## src/rtl/branch_resolver_pkg.sv

```systemverilog
// Package: shared encodings for the control-flow target resolver.
// Assumes the kind field is four bits wide and that codes above
// KIND_NONE are treated as "no transfer".
package branch_resolver_pkg;

    localparam int KIND_W = 4;

    typedef enum logic [KIND_W-1:0] {
        KIND_EQ   = 4'd0,
        KIND_NE   = 4'd1,
        KIND_LE   = 4'd2,
        KIND_LT   = 4'd3,
        KIND_GE   = 4'd4,
        KIND_GT   = 4'd5,
        KIND_JMP  = 4'd6,
        KIND_JREG = 4'd7,
        KIND_NONE = 4'd8
    } cf_kind_e;

    // True for the two unconditional kinds.
    function automatic logic is_jump_kind(input logic [KIND_W-1:0] k);
        return (k == KIND_JMP) || (k == KIND_JREG);
    endfunction

endpackage

```

## src/rtl/bt_compare.sv

```systemverilog
// Module: bt_compare
// Evaluates the branch condition for the six conditional kinds.
// Assumes signed two's-complement operands; any other kind yields 0.
module bt_compare #(
    parameter int XLEN = 32
) (
    input  logic [branch_resolver_pkg::KIND_W-1:0] kind,
    input  logic                                   zero_cmp,
    input  logic [XLEN-1:0]                        lhs,
    input  logic [XLEN-1:0]                        rhs_reg,
    output logic                                   cond_true
);
    import branch_resolver_pkg::*;

    logic [XLEN-1:0] rhs;
    logic            is_eq;
    logic            is_lt;

    // Select the right-hand operand and form the two base relations.
    always_comb begin
        rhs   = zero_cmp ? '0 : rhs_reg;
        is_eq = (lhs == rhs);
        is_lt = ($signed(lhs) < $signed(rhs));
    end

    // Map the kind onto the base relations.
    always_comb begin
        case (kind)
            KIND_EQ: cond_true = is_eq;
            KIND_NE: cond_true = !is_eq;
            KIND_LE: cond_true = is_lt || is_eq;
            KIND_LT: cond_true = is_lt;
            KIND_GE: cond_true = !is_lt;
            KIND_GT: cond_true = !(is_lt || is_eq);
            default: cond_true = 1'b0;
        endcase
    end

endmodule

```

## src/rtl/bt_target.sv

```systemverilog
// Module: bt_target
// Forms the candidate addresses: sequential, PC-relative branch,
// region-preserving absolute jump and register-indirect jump.
// Assumes instructions are INSN_BYTES wide and word aligned.
module bt_target #(
    parameter int XLEN       = 32,
    parameter int IMM_W      = 16,
    parameter int TGT_W      = 26,
    parameter int INSN_BYTES = 4
) (
    input  logic [XLEN-1:0]  pc,
    input  logic [XLEN-1:0]  reg_target,
    input  logic [IMM_W-1:0] imm,
    input  logic [TGT_W-1:0] tgt,
    output logic [XLEN-1:0]  seq_pc,
    output logic [XLEN-1:0]  br_pc,
    output logic [XLEN-1:0]  abs_pc,
    output logic [XLEN-1:0]  reg_pc
);
    localparam int SHIFT    = $clog2(INSN_BYTES);
    localparam int SEXT_W   = XLEN - IMM_W - SHIFT;
    localparam int REGION_W = XLEN - TGT_W - SHIFT;

    logic [XLEN-1:0] br_off;

    // Sequential address and sign-extended, scaled branch offset.
    always_comb begin
        seq_pc = pc + XLEN'(INSN_BYTES);
        br_off = {{SEXT_W{imm[IMM_W-1]}}, imm, {SHIFT{1'b0}}};
        br_pc  = seq_pc + br_off;
    end

    // Absolute target: keep the region bits of pc when any are left.
    generate
        if (REGION_W > 0) begin : g_region
            assign abs_pc = {pc[XLEN-1 -: REGION_W], tgt, {SHIFT{1'b0}}};
        end else begin : g_flat
            assign abs_pc = XLEN'({tgt, {SHIFT{1'b0}}});
        end
    endgenerate

    // Register-indirect target passes through unchanged.
    assign reg_pc = reg_target;

endmodule

```

## src/rtl/bt_link.sv

```systemverilog
// Module: bt_link
// Builds the return-address write request for the two jump kinds.
// Assumes register 0 is hard-wired and must never be written.
module bt_link #(
    parameter int XLEN     = 32,
    parameter int RIDX_W   = 5,
    parameter int LINK_REG = 31
) (
    input  logic [branch_resolver_pkg::KIND_W-1:0] kind,
    input  logic                                   link_en,
    input  logic [RIDX_W-1:0]                      rd,
    input  logic [XLEN-1:0]                        seq_pc,
    output logic                                   we,
    output logic [RIDX_W-1:0]                      idx,
    output logic [XLEN-1:0]                        val
);
    import branch_resolver_pkg::*;

    // Pick the destination and gate the write.
    always_comb begin
        idx = (kind == KIND_JMP) ? RIDX_W'(LINK_REG) : rd;
        we  = link_en && is_jump_kind(kind) && (idx != '0);
        val = seq_pc;
    end

endmodule

```

## src/rtl/branch_resolver.sv

```systemverilog
// Module: branch_resolver (top)
// Resolves one control-flow instruction: taken flag, next address
// and return-address write request, all combinational.
// Assumes decoded inputs are stable for the whole evaluation.
module branch_resolver #(
    parameter int XLEN       = 32,
    parameter int IMM_W      = 16,
    parameter int TGT_W      = 26,
    parameter int RIDX_W     = 5,
    parameter int INSN_BYTES = 4,
    parameter int LINK_REG   = 31
) (
    input  logic [branch_resolver_pkg::KIND_W-1:0] cf_kind,
    input  logic                                   zero_cmp,
    input  logic                                   link_en,
    input  logic [XLEN-1:0]                        pc,
    input  logic [XLEN-1:0]                        rs_val,
    input  logic [XLEN-1:0]                        rt_val,
    input  logic [IMM_W-1:0]                       imm16,
    input  logic [TGT_W-1:0]                       target26,
    input  logic [RIDX_W-1:0]                      rd_idx,
    output logic                                   taken,
    output logic [XLEN-1:0]                        next_pc,
    output logic                                   link_we,
    output logic [RIDX_W-1:0]                      link_idx,
    output logic [XLEN-1:0]                        link_val
);
    import branch_resolver_pkg::*;

    logic            cond_true;
    logic [XLEN-1:0] seq_pc;
    logic [XLEN-1:0] br_pc;
    logic [XLEN-1:0] abs_pc;
    logic [XLEN-1:0] reg_pc;

    bt_compare #(.XLEN(XLEN)) u_cmp (
        .kind      (cf_kind),
        .zero_cmp  (zero_cmp),
        .lhs       (rs_val),
        .rhs_reg   (rt_val),
        .cond_true (cond_true)
    );

    bt_target #(
        .XLEN       (XLEN),
        .IMM_W      (IMM_W),
        .TGT_W      (TGT_W),
        .INSN_BYTES (INSN_BYTES)
    ) u_tgt (
        .pc         (pc),
        .reg_target (rs_val),
        .imm        (imm16),
        .tgt        (target26),
        .seq_pc     (seq_pc),
        .br_pc      (br_pc),
        .abs_pc     (abs_pc),
        .reg_pc     (reg_pc)
    );

    bt_link #(
        .XLEN     (XLEN),
        .RIDX_W   (RIDX_W),
        .LINK_REG (LINK_REG)
    ) u_link (
        .kind    (cf_kind),
        .link_en (link_en),
        .rd      (rd_idx),
        .seq_pc  (seq_pc),
        .we      (link_we),
        .idx     (link_idx),
        .val     (link_val)
    );

    // Choose the next address according to kind and condition.
    always_comb begin
        case (cf_kind)
            KIND_JMP: begin
                taken   = 1'b1;
                next_pc = abs_pc;
            end
            KIND_JREG: begin
                taken   = 1'b1;
                next_pc = reg_pc;
            end
            default: begin
                taken   = cond_true;
                next_pc = cond_true ? br_pc : seq_pc;
            end
        endcase
    end

endmodule

```

## config.mk

```make
export PLATFORM = sky130hd
export DESIGN_NAME = branch_resolver
export DESIGN_NICKNAME = d
export VERILOG_FILES = /design/src/rtl/branch_resolver_pkg.sv /design/src/rtl/bt_compare.sv /design/src/rtl/bt_target.sv /design/src/rtl/bt_link.sv /design/src/rtl/branch_resolver.sv
export SDC_FILE = /design/constraint.sdc
export NUM_CORES = 1
export LEC_CHECK = 0
export ABC_AREA = 0
export BUFFER_PORTS_ARGS = -buffer_cell sky130_fd_sc_hd__buf_2
export CAP_MARGIN = 20
export CORE_MARGIN = 2
export CORE_UTILIZATION = 48
export DETAILED_ROUTE_END_ITERATION = 16
export PLACE_DENSITY = 0.91
export SYNTH_ARGS = -nofsm -noshare
export SYNTH_HDL_FRONTEND = slang
export SYNTH_SLANG_ARGS = --single-unit
```

## constraint.sdc

```tcl
create_clock -name vclk -period 8.07
set_clock_uncertainty 0.1 [all_clocks]
set_input_delay 2.0175 -clock vclk [all_inputs]
set_output_delay 2.0175 -clock vclk [all_outputs]
set_load 0.01 [all_outputs]
```

==> metrics, run 1 <==
status=finished, final reports clean; number of antenna violations at the first check in global routing=0; final WL=approximately 14000 um; Comb power frac=1.000; Synthesized Nets=around 780; hold depth=2; critical path peak fanout=5; vias in the first global route=approximately 4700; Total Power=0.000354 W; crit path launch type=input port; chip width=roughly 95 um; IO Pins=220; CP arrival=5730 ps; Post-CTS Hold Fix Bufs=0; Die ar.=just under 9000 um2; ANT nets after route=0; post-synthesis cell area=between 3000 and 4000 um2; total gr overflow=0; Vias/cell=5.82; Detailed Place HPWL=approximately 12000 um; Post-Place Cell Area=a little over 5000 um2; Hold Crit Start=pc[0]; slew at the pin closest to its max-slew limit=roughly 800 ps; Starting Density=0.486; WL/cell=around 16 um; Hold Path End=link_val[0]; Reg area=0 um2; Setup WS pre-CTS=around 120 ps; Gate Count Post-Synth=around 560; Port Buffer Count=220; largest net degree at the start of global routing=43; Slew HR=0.453; share of layout cells above drive strength 1=0.336; kind of critical path=in -> out; fill cell count=~760; fmax=127 MHz; DRT iter0 DRCs=between 150 and 200; RD Place Congestion=0.932; Net Switching=roughly 0.0002 W; Post-route DRC=0; Leak Pwr=2.50 nW; sequential cell count=0; Die Y=94.5 um; final worst setup slack=roughly 220 ps; setup_tns=0 ps; CP cell instances=buf_2 -> and3_1 -> nand3_1 -> nor3_4 -> xor2_1 -> ha_1 -> and2_1 -> a311oi_1 -> o221ai_1 -> or2_2 -> o211ai_1 -> a31oi_1 -> or2_0 -> and4_1 -> o31ai_2 -> buf_2; Max VDD drop=around 0.000036 V; core footprint=between 8000 and 9000 um2; ANT cells=0; Period minus WS final=7850 ps; Avg Cell Area, Syn=6.99 um2; Setup Viol. Count Final=0; sequential-to-total area share from yosys stat=0; P&R area growth vs syn=32.1%; first drt pass iteration count=5; CLK BUF=0; Final period util=0.972; worst hold path class=in -> out; Max-Cap Viols=0; post-layout instance area=between 5000 and 6000 um2; Hold Violations, Final=0; footprint of the multi-input gates=roughly 3800 um2; routed vias=roughly 5000; GRT Resource Usage Total=0.287; crit end category=output pin; Worst EP required=just under 6000 ps; first-pass GRT wire length=around 21000 um; nets@finish=just under 1000; Clock Power Share=0; end-of-flow core utilization=0.643; power share of the sequential group=0; Critical Path Most Common Cell=buf_2; Final Max Tran Viols=0; sw frac=0.550; Slowest Stage Delay on Critical Path=~370 ps; Distinct cells, synth=59; CP max stage cell=nor3_4; FP Rows=33; Power per Cell Area=roughly 68 nW/um2; Int Pwr=around 0.00016 W; Ys Warns=0
[metal layers]
layer  global-route usage  up-vias  wire, um
met5                    0        -         0
met4                0.117        0       591
met3               0.0351       48      1070
met2                0.520      265      6870
met1                0.339     2295      5730
li1                     -     2503         -
[final cells by class]
class,instances,area share
Inverter,9,0.00650
Tap cell,105,0.0253
Multi-Input combinational cell,530,0.735
Timing Repair Buffer,234,0.233
[worst max path at each step]
| stage | start | to | slack [ps] | cells past startpoint |
|---|---|---|---|---|
| floorplan | pc[2] | next_pc[31] | 550 | 16 |
| global placement | pc[2] | next_pc[31] | 230 | 18 |
| detailed placement | pc[2] | next_pc[31] | 120 | 18 |
| CTS | pc[2] | next_pc[31] | 90 | 18 |
| global route | pc[5] | next_pc[31] | -5 | 16 |
| finish | pc[5] | next_pc[31] | 220 | 16 |
[what timing repair did]
action,4_1_cts,5_1_grt
resized for setup,0,6
setup endpoints to repair,0,4
endpoints found under the hold margin,0,0
setup buffers,0,1
[cells in the mapped netlist, drive strengths merged (4+ instances only)]
| cell | n | area share |
|---|---|---|
| a211oi | 25 | 0.048 |
| a21boi | 4 | 0.0076 |
| a21o | 10 | 0.019 |
| a21oi | 61 | 0.079 |
| a31oi | 4 | 0.0064 |
| and2 | 21 | 0.033 |
| and3 | 7 | 0.011 |
| and4 | 8 | 0.018 |
| buf | 7 | 0.016 |
| clkbuf | 17 | 0.016 |
| ha | 62 | 0.20 |
| inv | 9 | 0.0086 |
| mux2i | 16 | 0.041 |
| nand2 | 56 | 0.053 |
| nand2b | 39 | 0.062 |
| nand3 | 14 | 0.018 |
| nand4 | 13 | 0.021 |
| nor2 | 26 | 0.025 |
| nor2b | 9 | 0.014 |
| nor3 | 8 | 0.011 |
| o211ai | 4 | 0.0076 |
| o21a | 9 | 0.017 |
| o21ai | 33 | 0.042 |
| o31ai | 6 | 0.016 |
| or2 | 11 | 0.017 |
| xnor2 | 37 | 0.082 |
| xor2 | 13 | 0.029 |
[cells by family (layout without fill, tap and decap cells)]
| family | after synthesis | after routing | synth area share |
|---|---|---|---|
| xor+xnor | 50 | 50 | 0.111 |
| simple gates | 221 | 221 | 0.301 |
| fa+ha+maj | 63 | 63 | 0.202 |
| mux | 19 | 19 | 0.0493 |
| compound gates | 177 | 177 | 0.296 |
| buf+inv | 33 | 243 | 0.0404 |
[critical path, delay by kind of cell]
| kind | cells | cell delay [ps] |
|---|---|---|
| buf+inv | 2 | 310 |
| simple gates | 7 | 1800 |
| compound gates | 5 | 1070 |
| fa+ha+maj | 1 | 310 |
| xor+xnor | 1 | 220 |
[power by group through the flow]
stage / Combinational, W / Clock (W) / Sequential, W
floorplan: 0.000220 / 0 / 0
global placement: 0.000336 / 0 / 0
detailed placement: 0.000344 / 0 / 0
CTS: 0.000346 / 0 / 0
global route: 0.000390 / 0 / 0
finish: 0.000354 / 0 / 0
[placed cells by master (no fill, tap or decap), types with 7 or more instances in the layout]
cell      count
a211oi_1     25
a21o_1       10
a21oi_1      60
and2_1       21
and3_1        7
and4_1        8
buf_2       220
buf_4        13
ha_1         62
inv_1         9
mux2i_1      16
nand2_1      56
nand2b_1     38
nand3_1      14
nand4_1      13
nor2_1       24
nor2b_1       9
nor3_1        7
o21a_1        9
o21ai_0      26
o21ai_1       7
or2_2        10
xnor2_1      36
xor2_1       13
[per-stage QoR]
stage,hold WS [ps],cells
floorplan,3990,563
global placement,4130,876
detailed placement,4130,876
CTS,4130,876
global route,4160,878
finish,4130,878
Power figures use the tool's default switching activity.
==> run 2, diff against run 1 <==
--- a/config.mk
+++ b/config.mk
@@ -9,9 +9,9 @@
 export BUFFER_PORTS_ARGS = -buffer_cell sky130_fd_sc_hd__buf_2
 export CAP_MARGIN = 20
 export CORE_MARGIN = 2
-export CORE_UTILIZATION = 48
+export CORE_UTILIZATION = 30
 export DETAILED_ROUTE_END_ITERATION = 16
-export PLACE_DENSITY = 0.91
+export PLACE_DENSITY = 0.63
 export SYNTH_ARGS = -nofsm -noshare
 export SYNTH_HDL_FRONTEND = slang
 export SYNTH_SLANG_ARGS = --single-unit
==> run 2 against run 1 <==
  * Highest routed layer unchanged
  * Utilization fell by 23 points
  * Design area rose by 2.0%
  * Worst setup slack improved by 32 ps
  * Clock-buffer cell count did not move
  * Global-route usage fell by 8.2 points
  * Die area rose by 57%
  * Maximum frequency rose by 0.41%
  * Final cell count rose by 8.2%
==> metrics, run 2 (synthesis results as in run 1) <==
status=finished, final reports clean; P&R area growth vs syn=34.8%; Leak Pwr=2.51 nW; Layout Cells excl Fill=950; Reg area=0 um2; post-layout instance area=~5300 um2; Post-route DRC=0; worst hold path class=in -> out; CP arrival=5700 ps; Slew HR=0.371; CP cell instances=buf_2 -> ha_1 -> and4_1 -> nand2b_1 -> nor2_1 -> xor2_1 -> ha_1 -> and4_1 -> a21oi_1 -> o221ai_1 -> or2_2 -> o211ai_1 -> a31oi_1 -> or2_0 -> and4_1 -> o31ai_2 -> buf_2; first-pass GRT wire length=23800 um; Power per Cell Area=around 67 nW/um2; chip width=119 um; Hold Crit Start=pc[1]; DRT iter0 DRCs=around 240; Post-Place Cell Area=roughly 5300 um2; placed cell count=~950; CLK BUF=0; Setup Viol. Count Final=0; unrepaired setup endpoints after global routing=false; Starting Density=0.309; share of layout cells above drive strength 1=0.337; Worst EP required=around 6000 ps; crit end category=output pin; core footprint=approximately 13000 um2; Final Max Tran Viols=0; Port Buffer Count=220; Die Y=around 120 um; Int Pwr=around 0.00016 W; CP max stage cell=or2_2; CTS resizes=0; final worst setup slack=255 ps; Vias/cell=just over 5; GRT Resource Usage Total=0.204; critical path peak fanout=5; sequential cell count=0; Period minus WS final=7810 ps; Comb power frac=1.000; RD Place Congestion=between 0.9 and 1; first drt pass iteration count=4; slew at the pin closest to its max-slew limit=944 ps; Final period util=0.968; Detailed Place HPWL=~13000 um; WL/cell=between 15 and 20 um; critical path's top delay family=simple AND/OR/NAND/NOR gates; Worst Path Buf+Inv=2; setup_tns=0 ps; Post-CTS Setup Bufs=0; fmax=approximately 130 MHz; Max-Cap Viols=0; kind of critical path=in -> out; commonest non-fill, non-tap cell in the layout=buf_2; power share of the sequential group=0; Crit. Startpoint=pc[2]; WHS=4140 ps; Max VDD drop=roughly 0.000031 V; largest net degree at the start of global routing=56; FP Rows=41; Clock Power Share=0; Slowest Stage Delay on Critical Path=~380 ps; sw frac=0.548; routed vias=4933; ANT nets after route=0; crit path launch type=input port; total gr overflow=0; fill cell count=approximately 1400; most frequent cells in the layout=buf_2 (220), ha_1 (62), a21oi_1 (59); Hold Violations, Final=0; Net Switching=roughly 0.00020 W; Die ar.=between 10000 and 15000 um2; Critical Path Most Common Cell=and4_1; nets@finish=around 1000; Setup WS pre-CTS=between 150 and 200 ps; Post-CTS Hold Fix Bufs=0; IO Pins=220; vias in the first global route=~4700; number of antenna violations at the first check in global routing=1; final WL=15400 um
==> run 2: worst paths after layout <==
| check | endpoint | slack, ps | cells past startpoint |
|---|---|---|---|
| worst max-delay path | next_pc[31] | 260 | 17 |
| worst min-delay path | link_val[1] | 4140 | 2 |
==> run 2: metal layers <==
| metal | track usage | wire [um] |
|---|---|---|
| met1 | 0.260 | 6920 |
| met2 | 0.369 | 7190 |
| met3 | 0.0304 | 1080 |
| met4 | 0.0298 | 221 |
| met5 | 0 | 0 |
==> run 2: area by class of cell <==
type | instances | area (um2) | area share
Antenna cell | 1 | 2.50 | 0.000472
Timing Repair Buffer | 238 | 1250 | 0.235
Multi-Input combinational cell | 530 | 3800 | 0.717
Tap cell | 172 | 215 | 0.0406
Inverter | 9 | 33.8 | 0.00637
==> run 2: power by group through the flow <==
| stage | clock, W | sequential, W | combinational, W |
|---|---|---|---|
| finish | 0.0000000000166 | 0 | 0.000356 |
| global route | 0 | 0 | 0.000395 |
| CTS | 0 | 0 | 0.000355 |
| detailed placement | 0 | 0 | 0.000353 |
| global placement | 0 | 0 | 0.000352 |
| floorplan | 0 | 0 | 0.000220 |
==> run 2: metrics by stage <==
| step | power, W | utilization |
|---|---|---|
| floorplan | 0.000220 | - |
| global placement | 0.000352 | 0.415 |
| detailed placement | 0.000353 | 0.415 |
| CTS | 0.000355 | 0.415 |
| global route | 0.000395 | 0.417 |
| finish | 0.000356 | 0.417 |
